**src/rtl/evm_pkg.sv**
```systemverilog
package evm_pkg;
  localparam int DATA_W = 16;
  localparam int LANES  = DATA_W / 8;

  typedef enum logic [1:0] {
    ADV_NONE = 2'b00,
    ADV_SRC  = 2'b01,
    ADV_DST  = 2'b10,
    ADV_RSVD = 2'b11
  } adv_e;

  typedef enum logic {
    SQ_IDLE = 1'b0,
    SQ_WAIT = 1'b1
  } sq_e;
endpackage

```
**src/rtl/evm_seq.sv**
```systemverilog
module evm_seq
  import evm_pkg::*;
(
  input  logic clk,
  input  logic rst_n,
  input  logic trig_i,
  input  logic cnt_zero_i,
  input  logic gnt_i,
  output logic busy_o,
  output logic req_o,
  output logic move_o,
  output logic clr_o
);
  sq_e st_q, st_d;

  always_comb begin
    st_d = st_q;
    unique case (st_q)
      SQ_IDLE: if (trig_i && !cnt_zero_i) st_d = SQ_WAIT;
      SQ_WAIT: if (gnt_i)                 st_d = SQ_IDLE;
      default:                            st_d = SQ_IDLE;
    endcase
  end

  always_ff @(posedge clk or negedge rst_n) begin
    if (!rst_n) st_q <= SQ_IDLE;
    else        st_q <= st_d;
  end

  assign busy_o = (st_q == SQ_WAIT);
  assign req_o  = busy_o;
  assign move_o = busy_o && gnt_i;
  assign clr_o  = move_o;

  // a request not yet granted is held
  a_r2_req_held: assert property (@(posedge clk) disable iff (!rst_n)
    (req_o && !gnt_i) |=> req_o);
  // a granted request is released
  a_r2_req_drop: assert property (@(posedge clk) disable iff (!rst_n)
    (req_o && gnt_i) |=> !req_o);
  // trigger clear only alongside a grant
  a_r3_clr_granted: assert property (@(posedge clk) disable iff (!rst_n)
    clr_o |-> gnt_i);
endmodule

```
**src/rtl/evm_regs.sv**
```systemverilog
module evm_regs
  import evm_pkg::*;
#(
  parameter int AW = 16,
  parameter int CW = 8
) (
  input  logic          clk,
  input  logic          rst_n,
  input  logic          ld_i,
  input  logic          busy_i,
  input  logic          move_i,
  input  logic [AW-1:0] src_ld_i,
  input  logic [AW-1:0] dst_ld_i,
  input  logic [CW-1:0] cnt_ld_i,
  input  logic          wide_ld_i,
  input  logic [1:0]    adv_ld_i,
  output logic [AW-1:0] src_q,
  output logic [AW-1:0] dst_q,
  output logic [CW-1:0] cnt_q,
  output logic          wide_q,
  output adv_e          adv_q,
  output logic          cnt_zero_o
);
  localparam logic [CW-1:0] CNT_ENDLESS = '1;

  logic [AW-1:0] src_d, dst_d, step;
  logic [CW-1:0] cnt_d;
  logic          wide_d;
  adv_e          adv_d;
  logic          ld_ok, en;

  assign ld_ok = ld_i && !busy_i;
  assign en    = ld_ok || move_i;
  assign step  = wide_q ? AW'(2) : AW'(1);

  always_comb begin
    src_d  = src_q;
    dst_d  = dst_q;
    cnt_d  = cnt_q;
    wide_d = wide_q;
    adv_d  = adv_q;
    if (ld_ok) begin
      src_d  = src_ld_i;
      dst_d  = dst_ld_i;
      cnt_d  = cnt_ld_i;
      wide_d = wide_ld_i;
      adv_d  = adv_e'(adv_ld_i);
    end else if (move_i) begin
      if (adv_q == ADV_SRC) src_d = src_q + step;
      if (adv_q == ADV_DST) dst_d = dst_q + step;
      if (cnt_q != CNT_ENDLESS) cnt_d = cnt_q - CW'(1);
    end
  end

  always_ff @(posedge clk or negedge rst_n) begin
    if (!rst_n) begin
      src_q  <= '0;
      dst_q  <= '0;
      cnt_q  <= '0;
      wide_q <= 1'b0;
      adv_q  <= ADV_NONE;
    end else if (en) begin
      src_q  <= src_d;
      dst_q  <= dst_d;
      cnt_q  <= cnt_d;
      wide_q <= wide_d;
      adv_q  <= adv_d;
    end
  end

  assign cnt_zero_o = (cnt_q == '0);

  // one move never advances both pointers
  a_r6_single_ptr: assert property (@(posedge clk) disable iff (!rst_n)
    move_i |=> ($stable(src_q) || $stable(dst_q)));
  // endless count survives a move
  a_r7_endless: assert property (@(posedge clk) disable iff (!rst_n)
    (move_i && cnt_q == CNT_ENDLESS) |=> (cnt_q == CNT_ENDLESS));
  // finite count drops by one
  a_r7_dec: assert property (@(posedge clk) disable iff (!rst_n)
    (move_i && cnt_q != CNT_ENDLESS) |=> (cnt_q == $past(cnt_q) - CW'(1)));
  // load while waiting has no effect
  a_r9_ld_ignored: assert property (@(posedge clk) disable iff (!rst_n)
    (busy_i && !move_i) |=> ($stable(src_q) && $stable(dst_q) && $stable(cnt_q)));
endmodule

```
**src/rtl/evm_lane.sv**
```systemverilog
module evm_lane
  import evm_pkg::*;
#(
  parameter int AW = 16
) (
  input  logic [AW-1:0]     src_i,
  input  logic [AW-1:0]     dst_i,
  input  logic              wide_i,
  input  logic [DATA_W-1:0] rdata_i,
  output logic [AW-1:0]     raddr_o,
  output logic [AW-1:0]     waddr_o,
  output logic [DATA_W-1:0] wdata_o,
  output logic [LANES-1:0]  be_o
);
  logic [7:0] pick;

  assign raddr_o = wide_i ? {src_i[AW-1:1], 1'b0} : src_i;
  assign waddr_o = wide_i ? {dst_i[AW-1:1], 1'b0} : dst_i;
  assign pick    = src_i[0] ? rdata_i[15:8] : rdata_i[7:0];

  always_comb begin
    if (wide_i) begin
      wdata_o = rdata_i;
      be_o    = '1;
    end else begin
      wdata_o = {pick, pick};
      be_o    = dst_i[0] ? 2'b10 : 2'b01;
    end
  end
endmodule

```
**src/rtl/evm_chan.sv**
```systemverilog
module evm_chan
  import evm_pkg::*;
#(
  parameter int AW = 16,
  parameter int CW = 8
) (
  input  logic          clk,
  input  logic          rst_n,
  input  logic          trig_i,
  output logic          trig_clr_o,
  output logic          cpu_irq_o,
  input  logic          cfg_ld_i,
  input  logic [AW-1:0] cfg_src_i,
  input  logic [AW-1:0] cfg_dst_i,
  input  logic [CW-1:0] cfg_cnt_i,
  input  logic          cfg_wide_i,
  input  logic [1:0]    cfg_inc_i,
  output logic [AW-1:0] src_ptr_o,
  output logic [AW-1:0] dst_ptr_o,
  output logic [CW-1:0] cnt_o,
  output logic          bus_req_o,
  input  logic          bus_gnt_i,
  output logic [AW-1:0] mem_raddr_o,
  output logic [AW-1:0] mem_waddr_o,
  input  logic [15:0]   mem_rdata_i,
  output logic [15:0]   mem_wdata_o,
  output logic [1:0]    mem_be_o,
  output logic          mem_re_o,
  output logic          mem_we_o
);
  logic [1:0] rsync_q;
  logic       rst_sn;
  logic       busy, move, cnt_zero, wide_q;
  adv_e       adv_q;

  always_ff @(posedge clk or negedge rst_n) begin
    if (!rst_n) rsync_q <= 2'b00;
    else        rsync_q <= {rsync_q[0], 1'b1};
  end
  assign rst_sn = rsync_q[1];

  evm_seq u_seq (
    .clk       (clk),
    .rst_n     (rst_sn),
    .trig_i    (trig_i),
    .cnt_zero_i(cnt_zero),
    .gnt_i     (bus_gnt_i),
    .busy_o    (busy),
    .req_o     (bus_req_o),
    .move_o    (move),
    .clr_o     (trig_clr_o)
  );

  evm_regs #(.AW(AW), .CW(CW)) u_regs (
    .clk       (clk),
    .rst_n     (rst_sn),
    .ld_i      (cfg_ld_i),
    .busy_i    (busy),
    .move_i    (move),
    .src_ld_i  (cfg_src_i),
    .dst_ld_i  (cfg_dst_i),
    .cnt_ld_i  (cfg_cnt_i),
    .wide_ld_i (cfg_wide_i),
    .adv_ld_i  (cfg_inc_i),
    .src_q     (src_ptr_o),
    .dst_q     (dst_ptr_o),
    .cnt_q     (cnt_o),
    .wide_q    (wide_q),
    .adv_q     (adv_q),
    .cnt_zero_o(cnt_zero)
  );

  evm_lane #(.AW(AW)) u_lane (
    .src_i  (src_ptr_o),
    .dst_i  (dst_ptr_o),
    .wide_i (wide_q),
    .rdata_i(mem_rdata_i),
    .raddr_o(mem_raddr_o),
    .waddr_o(mem_waddr_o),
    .wdata_o(mem_wdata_o),
    .be_o   (mem_be_o)
  );

  assign mem_re_o  = move;
  assign mem_we_o  = move;
  assign cpu_irq_o = trig_i && cnt_zero && !busy;

  // strobes only inside a granted request
  a_r1_strobe_granted: assert property (@(posedge clk) disable iff (!rst_sn)
    mem_we_o |-> (bus_req_o && bus_gnt_i));
  // byte move enables a single lane
  a_r5_byte_lane: assert property (@(posedge clk) disable iff (!rst_sn)
    (mem_we_o && !wide_q) |-> ($countones(mem_be_o) == 1));
  // forwarded request never comes with a strobe next cycle
  a_r8_no_move: assert property (@(posedge clk) disable iff (!rst_sn)
    (cpu_irq_o && trig_i) |=> !mem_we_o);
  // quiet bus right out of reset
  a_r10_quiet: assert property (@(posedge clk) disable iff (!rst_sn)
    $rose(rst_sn) |-> (!bus_req_o && !mem_we_o));
endmodule

```
**config.mk**
```make
export PLATFORM = sky130hd
export DESIGN_NAME = evm_chan
export DESIGN_NICKNAME = d
export VERILOG_FILES = /design/src/rtl/evm_pkg.sv /design/src/rtl/evm_seq.sv /design/src/rtl/evm_regs.sv /design/src/rtl/evm_lane.sv /design/src/rtl/evm_chan.sv
export SDC_FILE = /design/constraint.sdc
export NUM_CORES = 1
export LEC_CHECK = 0
export BUFFER_PORTS_ARGS = -buffer_cell sky130_fd_sc_hd__buf_2
export CAP_MARGIN = 20
export CORE_MARGIN = 2
export CORE_UTILIZATION = 46
export CTS_CLUSTER_SIZE = 20
export DETAILED_ROUTE_END_ITERATION = 10
export GPL_TIMING_DRIVEN = 0
export PLACE_DENSITY = 0.81
export SLEW_MARGIN = 10
export SYNTH_ARGS = -nofsm -noshare
export SYNTH_HDL_FRONTEND = slang
export SYNTH_SLANG_ARGS = --single-unit
```
**constraint.sdc**
```tcl
create_clock -name clk -period 1.7 [get_ports clk]
set_clock_uncertainty 0.2 [all_clocks]
set_input_delay 0.17 -clock clk [delete_from_list [all_inputs] [get_ports clk]]
set_output_delay 0.17 -clock clk [all_outputs]
set_load 0.005 [all_outputs]
```
# == Word level (Yosys, flattened, before mapping) ==
# Index checks and enable logic that the tools add are counted.
# op_classes
eq_ne,3
bitwise_logic,1
magnitude_cmp,0
reduce_logical,17
div,0
shifts,0
n_mux,19
addsub,3
n_mul,0
# ops
op,count
two-way mux 16 bit,7
adder 16 x 2 -> 16 bit,2
two-way mux 8 bit,4
AND reduction 3 bit,3
zero test 8 bit,1
!= test 8 bit (second input constant),1
nonzero test 2 bit,4
subtractor 8 x 1 -> 8 bit (second input constant),1
two-way mux 2 bit,3
logical AND 1 bit,5
two-way mux 1 bit,4
equality test 2 x 1 -> 1 bit (second input constant),1
equality test 2 bit (second input constant),1
zero test 1 bit,2
case mux 1 bit (2 select lines),1
AND reduction 2 bit,1
logical OR 1 bit,1
inverter 1 bit,1
# word_totals
ram_bits,0
regBits,46
in_bits,64
romBits,0
elab_cells,50
latch_bits,0
memories,0

# == Depth between registers and ports, before layout ==
# Gate-level depths: netlist of run 1.
# logic_depth
word_depth,5
mapped_depth,9
mapped_depth_nobuf,8

# == Hierarchy ==
# Synthesis of run 1 repeated with hierarchy kept, for this count alone.
# unflattened
cells_unflattened,350
hier_area_um2,3179.3
# modules_own_cells
module,cells_each,area_per_inst_um2,seq_area_each_um2,instances
evm_regs,287,2553.7,1076.0,1
evm_lane,52,485.5,0.0,1
evm_chan,5,70.1,50.0,1
evm_seq,6,70.1,25.0,1

# == Least setup slack after synthesis of run 1 ==
# No wires, ideal clock.
# synth_path
path_kind,register to register
from,reg u_regs.wide_q
to,reg u_regs.dst_q[12]
setup_ns,0.147
path_stages_with_launch,10
path_slack_ns,-1.056
arrival_time_ns,2.409
period_less_slack_ns,2.756
path_cell_list,dfrtp_1 inv_1 ha_1 inv_1 fa_1 nand3b_1 or4_1 clkbuf_1 o211ai_1 o311ai_0
# synth_via
elab_chain_len,5
# synth_rtl
item,line,source
start: declaration,evm_regs.sv:20,"output logic wide_q,"
start signal: assignment,evm_regs.sv:66,wide_q <= wide_d;
two-way mux 2 bit,evm_regs.sv:34,assign step = wide_q ? AW'(2) : AW'(1);
adder 16 x 2 -> 16 bit,evm_regs.sv:50,if (adv_q == ADV_DST) dst_d = dst_q + step;
two-way mux 16 bit,evm_regs.sv:50,
two-way mux 16 bit,evm_regs.sv:48,end else if (move_i) begin
two-way mux 16 bit,evm_regs.sv:42,if (ld_ok) begin
end signal: assignment,evm_regs.sv:64,dst_q <= dst_d;
end: declaration,evm_regs.sv:18,"output logic [AW-1:0] dst_q,"
# Every way passes these cells. The select of a mux whose other input is x is not followed.
# A chain may end at the register's enable or synchronous reset.

# == Final worst setup path of run 1 ==
# layout_path
from,reg u_regs.wide_q
to,reg u_regs.dst_q[9]
# The elaborated chain is that of the path after synthesis.

==> results of run 1 <==
[layer usage]
layer	GRT usage [%]	vias up
li1	-	1730
met1	32.1	1789
met2	51.4	219
met3	4.08	47
met4	12.1	0
met5	0	-
[report_power, final]
| part | switching (mW) | internal, mW | leakage (nW) | total [mW] |
|---|---|---|---|---|
| clock | 0.375 | 0.293 | 0.0395 | 0.669 |
| combinational | 1.47 | 1.93 | 2.04 | 3.40 |
| sequential | 0.614 | 1.41 | 0.546 | 2.03 |
| total | 2.46 | 3.64 | 2.62 | 6.10 |
[cell usage in the layout, fill, tap and decap left out, types with 13 or more instances in the layout]
master,netlist,final
buf_2,2,144
buf_4,32,50
nand2_1,48,47
dlygate4sd3_1,0,47
dfrtp_1,46,41
buf_6,0,26
mux2_4,0,16
o21ai_0,25,15
inv_1,17,13
nor2_1,16,13
[worst max path at each step]
stage	endpoint	slack, ns	cells past startpoint
floorplan	u_regs.dst_q[10]	-0.73	9
global placement	u_regs.dst_q[12]	-0.92	9
detailed placement	u_regs.dst_q[12]	-0.97	9
CTS	u_regs.dst_q[12]	-0.75	9
global route	u_regs.dst_q[12]	-0.85	8
finish	u_regs.dst_q[9]	-0.79	8
[metrics by stage]
step / hold WS (ns) / setup WS, ns / power, mW / cell area (um^2)
finish: 0.0806 / -0.794 / 6.10 / 5390
global placement: -0.244 / -0.919 / 4.22 / 4140
detailed placement: -0.242 / -0.971 / 4.31 / 4170
global route: 0.130 / -0.845 / 6.41 / 5390
floorplan: -0.326 / -0.733 / 3.29 / 3250
CTS: 0.103 / -0.751 / 5.44 / 5070
[synthesized netlist by cell type, drive strengths merged, types with 6 or more instances]
master,number
nand2,48
dfrtp,46
buf,34
o21ai,25
inv,17
mux2,16
nand3,16
nor2,16
clkbuf,13
xnor2,11
o211ai,10
ha,9
nor4,9
a21oi,7
a31oi,7
or4,7
nand4,6
or3,6
[timing repair]
item | CTS | global route
endpoints found under the hold margin | 46 | 0
gates cloned | 0 | 0
setup endpoints to repair | 63 | 60
gates resized for setup | 60 | 70
pin swaps | 23 | 27
setup buffers | 21 | 8
hold buffers | 47 | 0
[cell families after synthesis]
group / count (synthesis)
multiplexers: 17
AND/OR/NAND/NOR: 136
flip-flops: 46
AO/OA/AOI/OAI: 68
other: 1
adder cells (fa/ha/maj): 11
XOR/XNOR: 13
buffers and inverters: 64
[sequential cells by signal (all words and copies together) (netlist names)]
| signal | cells |
|---|---|
| rsync_q | 2 |
| u_regs.adv_q | 2 |
| u_regs.cnt_q | 8 |
| u_regs.dst_q | 16 |
| u_regs.src_q | 16 |
| u_regs.wide_q | 1 |
| u_seq.busy_o | 1 |
[area by class of cell]
type | instances | area (um^2)
Antenna cell | 1 | 2.50
Buffer | 44 | 329
Clock buffer | 8 | 80.1
Fill cell | 407 | 1330
Inverter | 17 | 66.3
Multi-Input combinational cell | 246 | 2010
Sequential cell | 46 | 1160
Tap cell | 80 | 100
Timing Repair Buffer | 234 | 1650
[critical path, cell delays in order (launching register included)]
cell     delay [ns]
dfrtp_2        0.44
buf_4          0.14
buf_6          0.11
buf_6          0.11
ha_4           0.27
a21oi_4        0.06
or4b_4         0.58
or4_1          0.42
nand3_1        0.09
==> results.ini, run 1 <==
[outcome]
status = finished, violations left
failed_checks = negative setup slack

[clock_tree]
path_clk_slew_ns = 0.09
cts_sinks = 46
clock_latency_ns = 0.30
cts_buffer_depth = 2
htreeDepth = 2
cts_tree = yes
cts_buffers = 5
cts-root-buf = clkbuf_8

[placement]
place_inst = 595
dp_hpwl_um = 6790
io_buffers = 158
gp_routability_congestion = 0.857

[synthesis]
avgSynthCellArea_um2 = 8.88
syn-instance-count = 356
ys_warn_count = 0
synth_nets = 431
synth_ff_type = dfrtp_1
synth-async-reset-ratio_pct = 100
synth_fa_ha_area_share_pct = 4.83
synth_area_um2 = 3160
synth_top_family_by_area = simple AND/OR/NAND/NOR gates
synth_mux_area_share_pct = 6.02
yosysTopAreaCellShare_pct = 36.4
synth-compound-area-share_pct = 14.0
yosysTopAreaCell = dfrtp_1
synth-simple-area-share_pct = 23.6
ys_types = 46
synth_edf_count = 0
ys_ff_latch = 46
yosysSeqAreaShare_pct = 36.4
synth_xor_area_share_pct = 3.60
synthTopCellsByArea = dfrtp_1 (36%), buf_4 (7.6%), mux2_2 (5.7%), nand2_1 (5.7%), o21ai_0 (4.0%)

[die]
die_h_um = 86.9
core_um2 = 6720
num_io_pins = 159
die_area_um2 = 7550
start_util_pct = 47.0
rows = 30
die_width_um = 86.9

[sta]
drv_slew = 0
period_share_pct = 147
hold_violations = 0
fin_setup_tns_ns = -28.30
worst_slack_ns = -0.794
slew_headroom_pct = 60.1
setup_viol = 50
rsz0062_at_grt = yes
fmax_mhz = 401
worst_pin_slew_ns = 0.599
fin_crit_ns = 2.49

[route]
highest_layer = met4
wl_per_cell_um = 18.2
dr.pass1.iters = 5
drtIter0Drc = 233
drc_errors = 0
wl_met2_um = 6570
wl_met3_um = 851
ant_nets = 0
met1_length_um = 4420
vias = 3785
routed_wl_um = 12300
via_per_inst = 5.60

[setup_path]
r2r-end = u_regs.dst_q[9]
worstPathRequired_ns = 1.74
r2r-start = u_regs.wide_q
cp_max_fo = 7
arrival_ns = 2.53
reg2reg_slack_ns = -0.79
cp-startpoint = u_regs.wide_q
startpoint_type = register
crit_type = reg2reg
r2r_cells = 8
critPathCaptureType = register

[final_layout]
final_core_util_pct = 80.3
final_cell_count_no_fill = 676
nets = 669
layout-drive-gt1-share_pct = 51.8
syn2layout_area_growth_pct = 70.7

[grt]
grt_max_degree = 25
grt-ovfl-total = 0
grt_pass1_vias = 3598
grt_pass1_wl_um = 16700
gr-usage-all-layers_pct = 28.0
antenna_found_initial = 0

[pwr]
ir_worst_vdd_uv = 641
leakagePower_nw = 2.62
p_per_area_nw_per_um2 = 1130

[worst_hold_path]
hold_path.class = reg2async

[run]
max_cap_violations = 0

Power figures use the tool's default switching activity.
==> run 2, diff against run 1 <==
--- a/config.mk
+++ b/config.mk
@@ -5,14 +5,14 @@
 export SDC_FILE = /design/constraint.sdc
 export NUM_CORES = 1
 export LEC_CHECK = 0
-export BUFFER_PORTS_ARGS = -buffer_cell sky130_fd_sc_hd__buf_2
 export CAP_MARGIN = 20
 export CORE_MARGIN = 2
-export CORE_UTILIZATION = 46
+export CORE_UTILIZATION = 56
 export CTS_CLUSTER_SIZE = 20
 export DETAILED_ROUTE_END_ITERATION = 10
+export DONT_BUFFER_PORTS = 1
 export GPL_TIMING_DRIVEN = 0
-export PLACE_DENSITY = 0.81
+export PLACE_DENSITY = 0.71
 export SLEW_MARGIN = 10
 export SYNTH_ARGS = -nofsm -noshare
 export SYNTH_HDL_FRONTEND = slang
==> constraint.sdc (replaced) <==
create_clock -name clk -period 2.8 [get_ports clk]
set_clock_uncertainty 0.2 [all_clocks]
set_input_delay 0.28 -clock clk [delete_from_list [all_inputs] [get_ports clk]]
set_output_delay 0.28 -clock clk [all_outputs]
set_load 0.005 [all_outputs]
==> run 2 against run 1 <==
  * The run now ends clean
  * Worst hold slack worse by 0.076 ns
  * Non-clock buffer count down 182
  * First-iteration DRC count down 37%
  * Die area down 17%
  * Setup slack better by 0.95 ns
  * Global-route usage up 0.19 points
  * Combinational power down 69%
  * Final area down 28%
  * Flip-flop and latch count unchanged
  * Utilization down 9.5 points
  * Critical path depth up 1
  * Sequential share of layout area up 8.3 points
  * Critical path type unchanged
  * Largest power group is now sequential cells
==> results.ini, run 2 (synthesized netlist as in run 1, its figures left out) <==
[outcome]
status = complete, no violations

[setup_path]
cp_max_fo = 5
arrival_ns = 2.64
startpoint_type = register
critPathCaptureType = register
crit_type = reg2reg
worstPathRequired_ns = 2.79

[clock_tree]
cts_buffers = 5
htreeDepth = 2
clock_latency_ns = 0.30
cts_tree = yes
cts-root-buf = clkbuf_8
path_clk_slew_ns = 0.09
cts_buffer_depth = 2
cts_sinks = 46

[route]
ant_nets = 0
wl_per_cell_um = 17.9
drtIter0Drc = 147
drc_errors = 0
vias = 2977
via_per_inst = 6.14
routed_wl_um = 8680
dr.pass1.iters = 5

[die]
num_io_pins = 159
die_width_um = 79.1
core_um2 = 5470
rows = 27
die_area_um2 = 6260
die_h_um = 79.1
start_util_pct = 57.8

[sta]
hold_violations = 0
period_share_pct = 94.5
rsz0062_at_grt = no
worst_pin_slew_ns = 0.632
setup_viol = 0
drv_slew = 0
hold_slack_ns = 0.00452
fin_crit_ns = 2.65
slew_headroom_pct = 57.7
fmax_mhz = 378

[final_layout]
layout-drive-gt1-share_pct = 17.4
nets = 487
layout_commonest_cell = nand2_1
mostFrequentLayoutCells = nand2_1 (48), dlygate4sd3_1 (47), dfrtp_1 (44), buf_4 (34), o21ai_0 (25)
syn2layout_area_growth_pct = 22.6
final_cell_count_no_fill = 485
antenna_cells = 0
nFillCells = 458
final_area_um2 = 3870
reg_top3 = u_regs.dst_q (16), u_regs.src_q (16), u_regs.cnt_q (8)

[run]
max_cap_violations = 0

[placement]
place_inst = 429
gp_routability_congestion = 0.797
io_buffers = 0
dp_hpwl_um = 5910
dpl_cell_area_um2 = 3270

[pwr]
leakagePower_nw = 1.60
ir_worst_vdd_uv = 462
p_total_mw = 2.78
p_per_area_nw_per_um2 = 717

[grt]
grt_pass1_vias = 2909
gr-usage-all-layers_pct = 28.2
grt_pass1_wl_um = 14100
grt_max_degree = 30
antenna_found_initial = 0
grt-ovfl-total = 0

[worst_hold_path]
hold_path.class = reg2async

run 2: cell count changes in the layout (fill, tap and decap cells not counted), sizes merged:
cell / previous run / this run
clkinv: 0 / 2
buf: 223 / 37
bufinv: 0 / 1
clkbuf: 16 / 17
diode: 1 / 0
run 2: metrics by stage:
| stage | worst slack (ns) | utilization (%) | TNS [ns] |
|---|---|---|---|
| 3_3_place_gp | -0.193 | 59.4 | -0.454 |
| 3_5_place_dp | -0.290 | 59.8 | -0.700 |
| 2_1_floorplan | 0.0440 | - | 0 |
| 5_1_grt | 0.0247 | 70.8 | 0 |
| 6_report | 0.153 | 70.8 | 0 |
| 4_1_cts | 0.00234 | 70.7 | 0 |
run 2: layout make-up:
class / instances / area (um^2) / area share, %
Timing Repair Buffer: 50 / 505 / 13.0
Tap cell: 72 / 90.1 / 2.32
Inverter: 17 / 63.8 / 1.65
Buffer: 46 / 295 / 7.62
Clock buffer: 5 / 68.8 / 1.78
Clock inverter: 3 / 40.0 / 1.03
Multi-Input combinational cell: 246 / 1660 / 42.8
Sequential cell: 46 / 1150 / 29.8
run 2: report_power, final:
part           total, mW  internal (mW)  switching (mW)  leakage [nW]
combinational       1.05          0.545           0.503         0.997
sequential          1.23          0.854           0.373         0.549
clock              0.505          0.263           0.241        0.0579
run 2: repair_timing:
item | 4_1_cts | 5_1_grt
hold buffers | 47 | 0
buffers inserted | 2 | 0
resized for setup | 2 | 3
endpoints found under the setup margin | 4 | 5
endpoints found under the hold margin | 46 | 0
pin swaps | 0 | 1
run 2: critical path, stage by stage, from the launching register on:
cell	delay [ns]
dfrtp_2	0.45
inv_2	0.08
ha_2	0.21
inv_1	0.06
fa_1	0.43
nand3b_1	0.21
buf_4	0.18
nor4_1	0.33
mux2i_1	0.13
a221o_1	0.26
run 2: path summary, 6_finish.rpt:
| path | startpoint | slack, ns | cells after the start | endpoint |
|---|---|---|---|---|
| setup / recovery | u_regs.wide_q | 0.15 | 9 | u_regs.dst_q[14] |
| hold / removal | rsync_q[1] | 0.005 | 0 | u_seq.busy_o |
| setup reg to reg | u_regs.wide_q | 0.15 | 9 | u_regs.dst_q[14] |
| hold reg to reg | rsync_q[1] | 0.005 | 0 | u_seq.busy_o |
| max in group asynchronous | rst_n | 1.71 | 2 | rsync_q[1] |
| min in group clk | bus_gnt_i | 0.12 | 3 | u_regs.dst_q[9] |
run 2: per-layer routing:
layer | GRT usage, % | vias to the layer above | wire length [um]
met5 | 0 | - | 0
met4 | 8.97 | 0 | 163
li1 | - | 1357 | -
met3 | 7.73 | 21 | 709
met2 | 48.8 | 163 | 4470
met1 | 34.0 | 1436 | 3330
==> run 3, diff against run 2 <==
--- a/config.mk
+++ b/config.mk
@@ -6,6 +6,7 @@
 export NUM_CORES = 1
 export LEC_CHECK = 0
 export CAP_MARGIN = 20
+export CORE_ASPECT_RATIO = 0.8
 export CORE_MARGIN = 2
 export CORE_UTILIZATION = 56
 export CTS_CLUSTER_SIZE = 20
==> run 3 against run 2 <==
  * Final cell count is 1.6% higher
  * Clock-buffer cell count is 2 higher
  * Utilization is 1.1 points higher
  * Via count is 1.0% lower
  * Final area is 0.81% higher
  * Power is 0.28% higher
  * First-iteration DRC count is 49% higher
==> results.ini, run 3 (synthesized netlist as in run 1, its figures left out) <==
[route]
via_per_inst = 5.98
wl_per_cell_um = 18.0
drc_errors = 0
routed_wl_um = 8900
drtIter0Drc = 219
dr.pass1.iters = 5
vias = 2947
ant_nets = 0

[die]
start_util_pct = 58.1
num_io_pins = 159
core_um2 = 5440
die_width_um = 88.0
rows = 24
die_h_um = 71.2
die_area_um2 = 6260

[final_layout]
mostFrequentLayoutCells = nand2_1 (48), dlygate4sd3_1 (48), dfrtp_1 (44), buf_4 (35), o21ai_0 (25)
nets = 489
reg_top3 = u_regs.dst_q (16), u_regs.src_q (16), u_regs.cnt_q (8)
layout-drive-gt1-share_pct = 17.3
syn2layout_area_growth_pct = 23.6
nFillCells = 445
final_core_util_pct = 71.9
antenna_cells = 0

[sta]
hold_violations = 0
slew_headroom_pct = 57.2
drv_slew = 0
setup_viol = 0
fin_crit_ns = 2.66
period_share_pct = 95.1
worst_pin_slew_ns = 0.640
fin_setup_tns_ns = 0
rsz0062_at_grt = no
fmax_mhz = 376

[placement]
dp_hpwl_um = 6190
gp_routability_congestion = 0.856
io_buffers = 0

[outcome]
status = complete, no violations

[setup_path]
startpoint_type = register
crit_chain = inv_4 -> ha_2 -> inv_1 -> fa_1 -> nand3b_1 -> buf_4 -> nor4_2 -> mux2i_1 -> a221o_1
r2r-start = u_regs.wide_q
cp_max_fo = 7
crit_family = adder cells
crit_type = reg2reg
crit_path_max_incr_delay_ns = 0.46
critPathCaptureType = register
arrival_ns = 2.64
reg2reg_slack_ns = 0.14
r2r_cells = 9
slowest_stage = dfrtp_2
worstPathRequired_ns = 2.78
cp_num_buf_inv = 3
r2r-end = u_regs.dst_q[14]

[grt]
grt_pass1_vias = 2741
grt_pass1_wl_um = 13700
grt_max_degree = 31
gr-usage-all-layers_pct = 28.1
antenna_found_initial = 0
grt-ovfl-total = 0

[clock_tree]
cts_tree = yes
path_clk_slew_ns = 0.09
htreeDepth = 2
cts-root-buf = clkbuf_8
cts_buffer_depth = 2
clock_latency_ns = 0.29
cts_sinks = 46
cts_buffers = 5

[pwr]
ir_worst_vdd_uv = 448
leakagePower_nw = 1.61
p_per_area_nw_per_um2 = 713

[run]
max_cap_violations = 0

[worst_hold_path]
hold_path.class = reg2async

-- run 3: cell count changes in the layout (fill, tap and decap cells not counted), sizes merged --
cell and delta:
clkinv -2, clkbuf +2, dlygate4sd3 +1, buf +1
-- run 3: cell type report --
type	instances	area [um^2]	area share [%]
tap	78	97.6	2.50
clock buffer	7	76.3	1.95
inverter	17	66.3	1.70
clock inverter	1	30.0	0.769
sequential	46	1150	29.5
buffer	46	295	7.56
timing repair buffer	52	523	13.4
multi-input combinational	246	1660	42.6
-- run 3: per-layer routing --
layer | part of all wire [%] | vias up | track usage [%]
met2 | 50 | 157 | 47.4
met3 | 8.9 | 6 | 6.53
li1 | - | 1366 | -
met1 | 40 | 1418 | 36.8
met5 | 0 | - | 0
met4 | 0.79 | 0 | 6.50
-- run 3: stage by stage --
| stage | area (um^2) | power [mW] | setup slack [ns] | hold WS [ns] | cells |
|---|---|---|---|---|---|
| finish | 3910 | 2.79 | 0.138 | 0.0279 | 493 |
| global route | 3910 | 2.99 | 0.0233 | 0.0678 | 493 |
| CTS | 3880 | 2.77 | 0.0674 | 0.0388 | 491 |
| detailed placement | 3280 | 2.21 | -0.301 | -0.216 | 435 |
| global placement | 3260 | 2.17 | -0.254 | -0.216 | 434 |
| floorplan | 3160 | 1.95 | 0.0440 | -0.216 | 356 |
-- run 3: how the worst max path moves through the flow --
stage / start / end / slack [ns] / cells after the start
2_1_floorplan: u_regs.wide_q / u_regs.dst_q[12] / 0.04 / 9
3_3_place_gp: u_regs.wide_q / u_regs.dst_q[10] / -0.25 / 9
3_5_place_dp: u_regs.wide_q / u_regs.dst_q[10] / -0.30 / 9
4_1_cts: u_regs.wide_q / u_regs.dst_q[10] / 0.07 / 8
5_1_grt: u_regs.wide_q / u_regs.dst_q[14] / 0.02 / 9
6_report: u_regs.wide_q / u_regs.dst_q[14] / 0.14 / 9
-- run 3: power by group --
| part | total [mW] | internal (mW) | switching [mW] | leakage [nW] |
|---|---|---|---|---|
| Combinational | 1.07 | 0.552 | 0.521 | 1.01 |
| Clock | 0.488 | 0.267 | 0.221 | 0.0524 |
| Sequential | 1.23 | 0.854 | 0.372 | 0.549 |
| Total | 2.79 | 1.67 | 1.11 | 1.61 |
-- run 3: repair_timing --
action | in CTS | in global routing
endpoints found under the hold margin | 60 | 0
buffers inserted | 1 | 2
setup endpoints to repair | 7 | 6
resized for setup | 5 | 3
pin swaps | 0 | 1
hold buffers | 48 | 0
